--- config.mk ---
export PLATFORM = sky130hd
export DESIGN_NAME = seu_chain_tester
export DESIGN_NICKNAME = d
export VERILOG_FILES = /design/src/rtl/seu_pkg.sv /design/src/rtl/seu_stim_gen.sv /design/src/rtl/seu_shift_segment.sv /design/src/rtl/seu_chain_tester.sv
export SDC_FILE = /design/constraint.sdc
export NUM_CORES = 2
export LEC_CHECK = 0
export ABC_AREA = 1
export BUFFER_PORTS_ARGS = -buffer_cell sky130_fd_sc_hd__buf_2
export CORE_MARGIN = 3
export CORE_UTILIZATION = 28
export DETAILED_ROUTE_END_ITERATION = 7
export HOLD_SLACK_MARGIN = 0.1
export SETUP_SLACK_MARGIN = 0.3
export SLEW_MARGIN = 10
export SYNTH_ARGS = -nofsm -noshare
export SYNTH_HDL_FRONTEND = slang
export SYNTH_SLANG_ARGS = --single-unit
--- constraint.sdc ---
create_clock -name clk -period 2.3 [get_ports clk]
set_input_delay 0.115 -clock clk [delete_from_list [all_inputs] [get_ports clk]]
set_output_delay 0.115 -clock clk [all_outputs]
set_load 0.1 [all_outputs]
--- src/rtl/seu_pkg.sv ---
package seu_pkg;

    typedef enum logic [1:0] {
        ST_IDLE = 2'd0,
        ST_RUN  = 2'd1,
        ST_DONE = 2'd2
    } run_state_t;

    typedef enum logic {
        STIM_PATTERN = 1'b0,
        STIM_RANDOM  = 1'b1
    } stim_mode_t;

    localparam int unsigned LFSR_W = 32;
    localparam logic [LFSR_W-1:0] LFSR_FALLBACK = 32'h0000_0001;

    typedef struct packed {
        stim_mode_t        mode;
        logic [LFSR_W-1:0] seed;
    } stim_cfg_t;

    // Fibonacci step, taps 32, 22, 2, 1
    function automatic logic [LFSR_W-1:0] lfsr_step(input logic [LFSR_W-1:0] s);
        return {s[LFSR_W-2:0], s[31] ^ s[21] ^ s[1] ^ s[0]};
    endfunction

    // Bit k of the stream AA,55,AA,55... sent MSB first
    function automatic logic pattern_bit(input logic [3:0] k);
        return ~k[0] ^ k[3];
    endfunction

endpackage

--- src/rtl/seu_stim_gen.sv ---
module seu_stim_gen
    import seu_pkg::*;
(
    input  logic      clk,
    input  logic      rst,
    input  logic      load_i,
    input  stim_cfg_t cfg_i,
    input  logic      adv_i,
    output logic      bit_o
);

    stim_mode_t        mode_q;
    logic [LFSR_W-1:0] lfsr_q;
    logic [3:0]        phase_q;

    always_ff @(posedge clk) begin
        if (rst) begin
            mode_q  <= STIM_PATTERN;
            lfsr_q  <= LFSR_FALLBACK;
            phase_q <= '0;
        end else if (load_i) begin
            mode_q  <= cfg_i.mode;
            lfsr_q  <= cfg_i.seed;
            phase_q <= '0;
        end else if (adv_i) begin
            lfsr_q  <= lfsr_step(lfsr_q);
            phase_q <= phase_q + 4'd1;
        end
    end

    always_comb begin
        if (mode_q == STIM_RANDOM) bit_o = lfsr_q[LFSR_W-1];
        else                       bit_o = pattern_bit(phase_q);
    end

endmodule

--- src/rtl/seu_shift_segment.sv ---
module seu_shift_segment #(
    parameter int unsigned SEG_LEN = 512
) (
    input  logic clk,
    input  logic rst,
    input  logic shift_i,
    input  logic d_i,
    output logic q_o
);

    logic [SEG_LEN-1:0] stage_q;

    always_ff @(posedge clk) begin
        if (rst)          stage_q <= '0;
        else if (shift_i) stage_q <= {stage_q[SEG_LEN-2:0], d_i};
    end

    assign q_o = stage_q[SEG_LEN-1];

endmodule

--- src/rtl/seu_chain_tester.sv ---
module seu_chain_tester
    import seu_pkg::*;
#(
    parameter int unsigned SEG_COUNT = 4,
    parameter int unsigned SEG_LEN   = 512,
    parameter int unsigned BITS_W    = 32,
    parameter int unsigned CNT_W     = 32
) (
    input  logic              clk,
    input  logic              rst,
    input  logic              start_i,
    input  logic              mode_i,
    input  logic [31:0]       seed_i,
    input  logic [BITS_W-1:0] run_bits_i,
    input  logic              inject_i,
    output logic              busy_o,
    output logic              done_o,
    output logic [CNT_W-1:0]  err_count_o
);

    localparam int unsigned CHAIN_LEN = SEG_COUNT * SEG_LEN;
    localparam int unsigned CYC_W     = BITS_W + 1;
    localparam logic [CYC_W-1:0] FILL_CYC = CYC_W'(CHAIN_LEN);
    localparam logic [CNT_W-1:0] ERR_MAX  = {CNT_W{1'b1}};

    run_state_t       state_q;
    logic [CYC_W-1:0] total_q;
    logic [CYC_W-1:0] cyc_q;
    logic [CNT_W-1:0] err_q;

    logic      running, accept, last_cyc, cmp_en;
    logic      src_bit, ref_bit, chain_out;
    stim_cfg_t cfg;
    logic [SEG_COUNT:0] link;

    assign running  = (state_q == ST_RUN);
    assign accept   = start_i && !running;
    assign last_cyc = running && (cyc_q == total_q - CYC_W'(1));
    assign cmp_en   = running && (cyc_q >= FILL_CYC);

    always_comb begin
        cfg.mode = stim_mode_t'(mode_i);
        cfg.seed = (seed_i == '0) ? LFSR_FALLBACK : seed_i;
    end

    always_ff @(posedge clk) begin
        if (rst) begin
            state_q <= ST_IDLE;
            total_q <= '0;
            cyc_q   <= '0;
            err_q   <= '0;
        end else if (accept) begin
            state_q <= ST_RUN;
            total_q <= {1'b0, run_bits_i} + FILL_CYC;
            cyc_q   <= '0;
            err_q   <= '0;
        end else if (running) begin
            cyc_q <= cyc_q + CYC_W'(1);
            if (last_cyc) state_q <= ST_DONE;
            if (cmp_en && (chain_out != ref_bit) && (err_q != ERR_MAX))
                err_q <= err_q + CNT_W'(1);
        end
    end

    seu_stim_gen u_src (
        .clk    (clk),
        .rst    (rst),
        .load_i (accept),
        .cfg_i  (cfg),
        .adv_i  (running),
        .bit_o  (src_bit)
    );

    seu_stim_gen u_ref (
        .clk    (clk),
        .rst    (rst),
        .load_i (accept),
        .cfg_i  (cfg),
        .adv_i  (cmp_en),
        .bit_o  (ref_bit)
    );

    assign link[0] = src_bit ^ (running & inject_i);

    for (genvar g = 0; g < SEG_COUNT; g++) begin : g_seg
        seu_shift_segment #(.SEG_LEN(SEG_LEN)) u_seg (
            .clk     (clk),
            .rst     (rst),
            .shift_i (running),
            .d_i     (link[g]),
            .q_o     (link[g+1])
        );
    end

    assign chain_out   = link[SEG_COUNT];
    assign busy_o      = running;
    assign done_o      = (state_q == ST_DONE);
    assign err_count_o = err_q;

endmodule

Word level (Yosys, flattened, before mapping)
Index checks and enable logic that the tools add are counted.
{"block": "classes", "add_sub_neg": 6, "n_lt_le_gt_ge": 1, "n_eq_ne": 5, "mux": 10, "bitwise": 12, "n_reduce_logical": 14}
{"cell": "two-way mux 32 bit", "n": 5}
{"cell": "adder 32 x 12 -> 33 bit (second input constant)", "n": 1}
{"cell": "adder 33 x 1 -> 33 bit (second input constant)", "n": 1}
{"cell": "equality test 33 bit", "n": 1}
{"cell": "greater-or-equal comparator 33 x 12 -> 1 bit (second input constant)", "n": 1}
{"cell": "subtractor 33 x 1 -> 33 bit (second input constant)", "n": 1}
{"cell": "adder 32 x 1 -> 32 bit (second input constant)", "n": 1}
{"cell": "logical NOT 32 bit", "n": 1}
{"cell": "inequality test 32 bit (second input constant)", "n": 1}
{"cell": "bitwise XOR 1 bit", "n": 9}
{"cell": "adder 4 x 1 -> 4 bit (second input constant)", "n": 2}
{"cell": "AND reduction 2 bit", "n": 3}
{"cell": "nonzero test 2 bit", "n": 3}
{"cell": "logical AND 1 bit", "n": 5}
{"cell": "two-way mux 1 bit", "n": 5}
{"cell": "equality test 2 x 1 -> 1 bit (second input constant)", "n": 1}
{"cell": "equality test 2 bit (second input constant)", "n": 1}
{"cell": "NOT 1 bit", "n": 2}
{"cell": "OR reduction 2 bit", "n": 1}
{"cell": "bitwise AND 1 bit", "n": 1}
{"cell": "logical NOT 1 bit", "n": 1}
{"cell": "inequality test 1 bit", "n": 1}
{"block": "totals", "ff_bits": 2221, "inputBits": 69, "out_inout_bits": 34, "word_cells": 62}

Logic depth before layout (Yosys ltp)
{"block": "depth", "ltp_word": 7, "depth_mapped": 15, "depth_no_buf": 15}

Hierarchy
From an unflattened synthesis, not the netlist that was laid out.
{"block": "unflattened", "hier_cells": 14626, "hier_area_um2": 93384.6}
{"mod": "seu_shift_segment", "n_inst": 4, "cells_each": 3243, "area_per_inst_um2": 20721.1, "seq_area_each_um2": 10249.8}
{"mod": "seu_chain_tester", "n_inst": 1, "cells_each": 1082, "area_per_inst_um2": 6831.6, "seq_area_each_um2": 2001.9}
{"mod": "seu_stim_gen", "n_inst": 2, "cells_each": 286, "area_per_inst_um2": 1834.3, "seq_area_each_um2": 740.7}

Worst setup path after synthesis
Ideal clock, no wire load.
{"block": "synth_path", "path_type": "register to register", "startpoint": "reg err_q[1] (netlist: err_count_o[1])", "endpoint": "reg err_q[5] (netlist: err_count_o[5])", "setup_ns": 0.134, "t_arrival_ns": 2.455, "required_time_ns": 2.166, "setup_slack_ns": -0.288, "path_stages_with_launch": 12, "path_buffers": 1, "synth_period_minus_slack_ns": 2.588, "cell_sequence": "dfxtp_1 ha_1 inv_1 nor3_2 nand2_1 nor2_1 nand4_1 nand2_2 inv_2 buf_2 o21ai_1 a21oi_1"}
{"block": "synth_between", "elab_chain_len": 3, "word_cells_on_any_way": 4, "cone_classes": "1 x add/sub; 1 x eq/ne; 2 x reduce/logical"}
{"element": "start, declared", "line_no": "seu_chain_tester.sv:29", "source": "logic [CNT_W-1:0] err_q;"}
{"element": "start signal, assigned", "line_no": "seu_chain_tester.sv:61", "source": "err_q <= err_q + CNT_W'(1);"}
{"element": "parallel branches: the longest is 3 deep, another holds adder 32 x 1 -> 32 bit"}
Parallel ways; which one is timed is not known.
A chain may end at the register's enable or synchronous reset.

Final worst setup path
{"block": "layout_path", "startpoint": "reg err_q[1] (netlist: err_count_o[1])", "endpoint": "reg err_q[2] (netlist: err_count_o[2])"}
The elaborated chain is that of the path after synthesis.

==> out/metrics.cfg <==
[status]
outcome = finished, final reports clean

[timing]
finalMaxSlewViolations = 0
finalClockSkew_ps = 23.17
timing.final.crit_period_ps = 2006
setup_violations = 0
worst_slew_pin_slew_ps = 861.3
setup_tns_ps = 0
hold_violations = 0
rsz0062_at_grt = yes
slew_headroom = 0.4258
fmax_ghz = 0.4984
finalCritPeriodShare = 0.8723

[placement]
io_buffers = 102
place_area_sq_um = 83740
dp_hpwl_microns = 82720
globalplace.congestion = 0.8143

[clock_tree]
cts_inserted_buffers = 226
cts.clk_slew.worst_paths_ps = 60
cts_tree = built
cts_buffer_depth = 3
cts_sinks = 2221
clock-root-buffer = clkbuf_16
insertion_delay_ps = 840
htreeDepth = 4

[worst_setup_path]
worstPathMaxFanout = 5
start_kind = flip-flop
worstPathRequired_ps = 3020
path_cells = ha_4 -> clkinvlp_4 -> nor3_4 -> nand2_2 -> nor2_4 -> nand4_1 -> nand2_4 -> buf_12 -> buf_12 -> o21ai_0 -> nand2_1 -> nor2_1
cp_slowest_cell = dfxtp_4
cpMostUsedCell = buf_12
criticalPathCategory = flip-flop to flip-flop
r2r_cells = 12
worst-endpoint-arrival_ps = 2720
slowest_delay_ps = 370
endpoint_kind = flip-flop

[logic_synthesis]
async_flop_share = 0
syn_nets = 10530
yosysTopAreaCellShare = 0.5597
yosysSeqAreaShare = 0.5597
ys.flop_type = dfxtp_1
ys_warn_count = 0
netlist_instances = 10460
ys_ff_latch = 2221
ys_types = 45
syn_avg_cell_area_sq_um = 7.597
synth_edf_count = 0
synthTopCellsByArea = dfxtp_1 56%, nor2_1 20%, o21ai_0 14%
yosys.area.top_type = dfxtp_1
synth_area_sq_um = 79440

[power]
p_total_mw = 88.08
irDropWorstVdd_mv = 0.6180
p_leak_nw = 37.41
powerDensity_nw_per_um2 = 935.5

[floorplan]
fp.dieW_microns = 538.7
core_sq_um = 280800
row_count = 194
ios = 103
die_h_microns = 538.7
die-area_sq_um = 290100
initial_core_util = 0.2829

[detailed_routing]
ant_nets = 0
drt_iter0_drc = 4432
vias_per_cell = 4.405
dr.pass1.iters = 7
totalWireLength_microns = 157500
wire_per_inst_microns = 11.02
drc = 0
vias = 62950

[cells_and_area]
final_common_cell = nor2_1
final_cell_mix = 4,258 x nor2_1, 2,174 x dfxtp_1, 2,152 x o21ai_0, 404 x nand2_1, 240 x clkbuf_16
post-route-cell-area_sq_um = 94160
layout.nets = 10450
area_growth_pct = 18.53
drive_gt1_frac = 0.08207

[global_route]
grt_pass1_vias = 57130
grt-ovfl-total = 0
antenna_found_initial = 2
grt_pass1_wl_microns = 265500
grt_max_degree = 224
grt_usage = 0.1012

[hold_path]
min-delay-path-class = input pin to flip-flop
holdPathStages = 4

[job]
maxCapViolCount = 0

==> where the power goes <==
part           switching, mW  internal (mW)
sequential              1.24           41.3
clock                   15.3           22.5
combinational           4.80           2.91
total                   21.4           66.7
==> path summary, 6_finish.rpt <==
kind / from / to / slack [ps]
setup / recovery: err_count_o[1] / err_count_o[2] / 290
hold / removal: run_bits_i[13] / total_q[13] / 200
setup reg to reg: err_count_o[1] / err_count_o[2] / 290
hold reg to reg: u_ref.lfsr_q[18] / u_ref.lfsr_q[18] / 460
==> flip-flops by register name (all words and copies together) (netlist names) <==
name,cells
u_src.mode_q,1
u_ref.phase_q,4
state_q,2
cyc_q,33
u_src.lfsr_q,32
g_seg.u_seg.stage_q,2048
err_count_o,32
total_q,33
u_src.phase_q,4
u_ref.lfsr_q,32
==> per-layer routing <==
metal	vias up	wire (microns)	GRT usage
met3	248	5656	0.01853
met4	0	3149	0.02906
met5	-	0	0
li1	33230	-	-
met2	676	66940	0.1643
met1	28790	81720	0.1366
==> through the flow <==
step,cells,hold slack [ps],utilization,setup WS [ps]
floorplan,10460,223.6,-,279.6
global placement,13700,326.7,0.2982,107.3
detailed placement,13700,327.4,0.2982,109.2
CTS,14240,108.0,0.3310,151.3
global route,14290,196.9,0.3353,123.6
finish,14290,195.6,0.3353,293.7
==> synth_stat cells, types with 6 or more instances <==
library cell	instances
nand2_1	418
ha_1	7
or2_2	6
dfxtp_1	2221
buf_1	49
xor2_1	55
inv_2	6
nand3b_1	6
nor2_2	14
nand3_1	50
nor4_1	17
nor3_1	30
o22ai_1	33
buf_2	80
nand2_2	12
nand4_1	29
xnor2_1	24
clkbuf_1	603
nor2_1	4277
a21oi_1	100
inv_1	220
nor2_4	7
o21ai_0	2153
==> cell families after synthesis <==
| group | count (synthesis) | synth area share |
|---|---|---|
| and+or+nand+nor | 4878 | 0.2366 |
| AOI/OAI and AO/OA | 2307 | 0.1466 |
| DFF | 2221 | 0.5597 |
| buffers and inverters | 964 | 0.04722 |
| xor gates and xnor gates | 79 | 0.008710 |
| adders and majority gates | 7 | 0.001102 |
| muxes | 1 | 0.0001260 |
==> worst max-delay path: cells and delay by family (launching register included) <==
family          cells  cell delay [ps]
simple gates        7              930
flops               1              370
buf+inv             3              370
fa+ha+maj           1              150
compound gates      1               70
==> area by class of cell <==
cell class / count / area [sq um]
fillers: 29440 / 186700
flip-flops and latches: 2221 / 44540
multi-input cells: 7273 / 31560
clock buffers: 332 / 6725
well taps: 3724 / 4659
repair buffers: 419 / 4573
clock inverters: 88 / 1160
inverters: 228 / 908.4
repair inverters: 3 / 28.78
diodes: 1 / 2.502
==> timing repair <==
| item | 4_1_cts | 5_1_grt |
|---|---|---|
| pin swaps | 2 | 42 |
| endpoints found under the hold margin | 114 | 3 |
| gates resized for setup | 20 | 140 |
| cloned | 5 | 18 |
| buffers inserted | 3 | 33 |
| setup endpoints to repair | 446 | 1527 |
| hold buffers | 109 | 1 |
(Power assumes the default switching activity.)
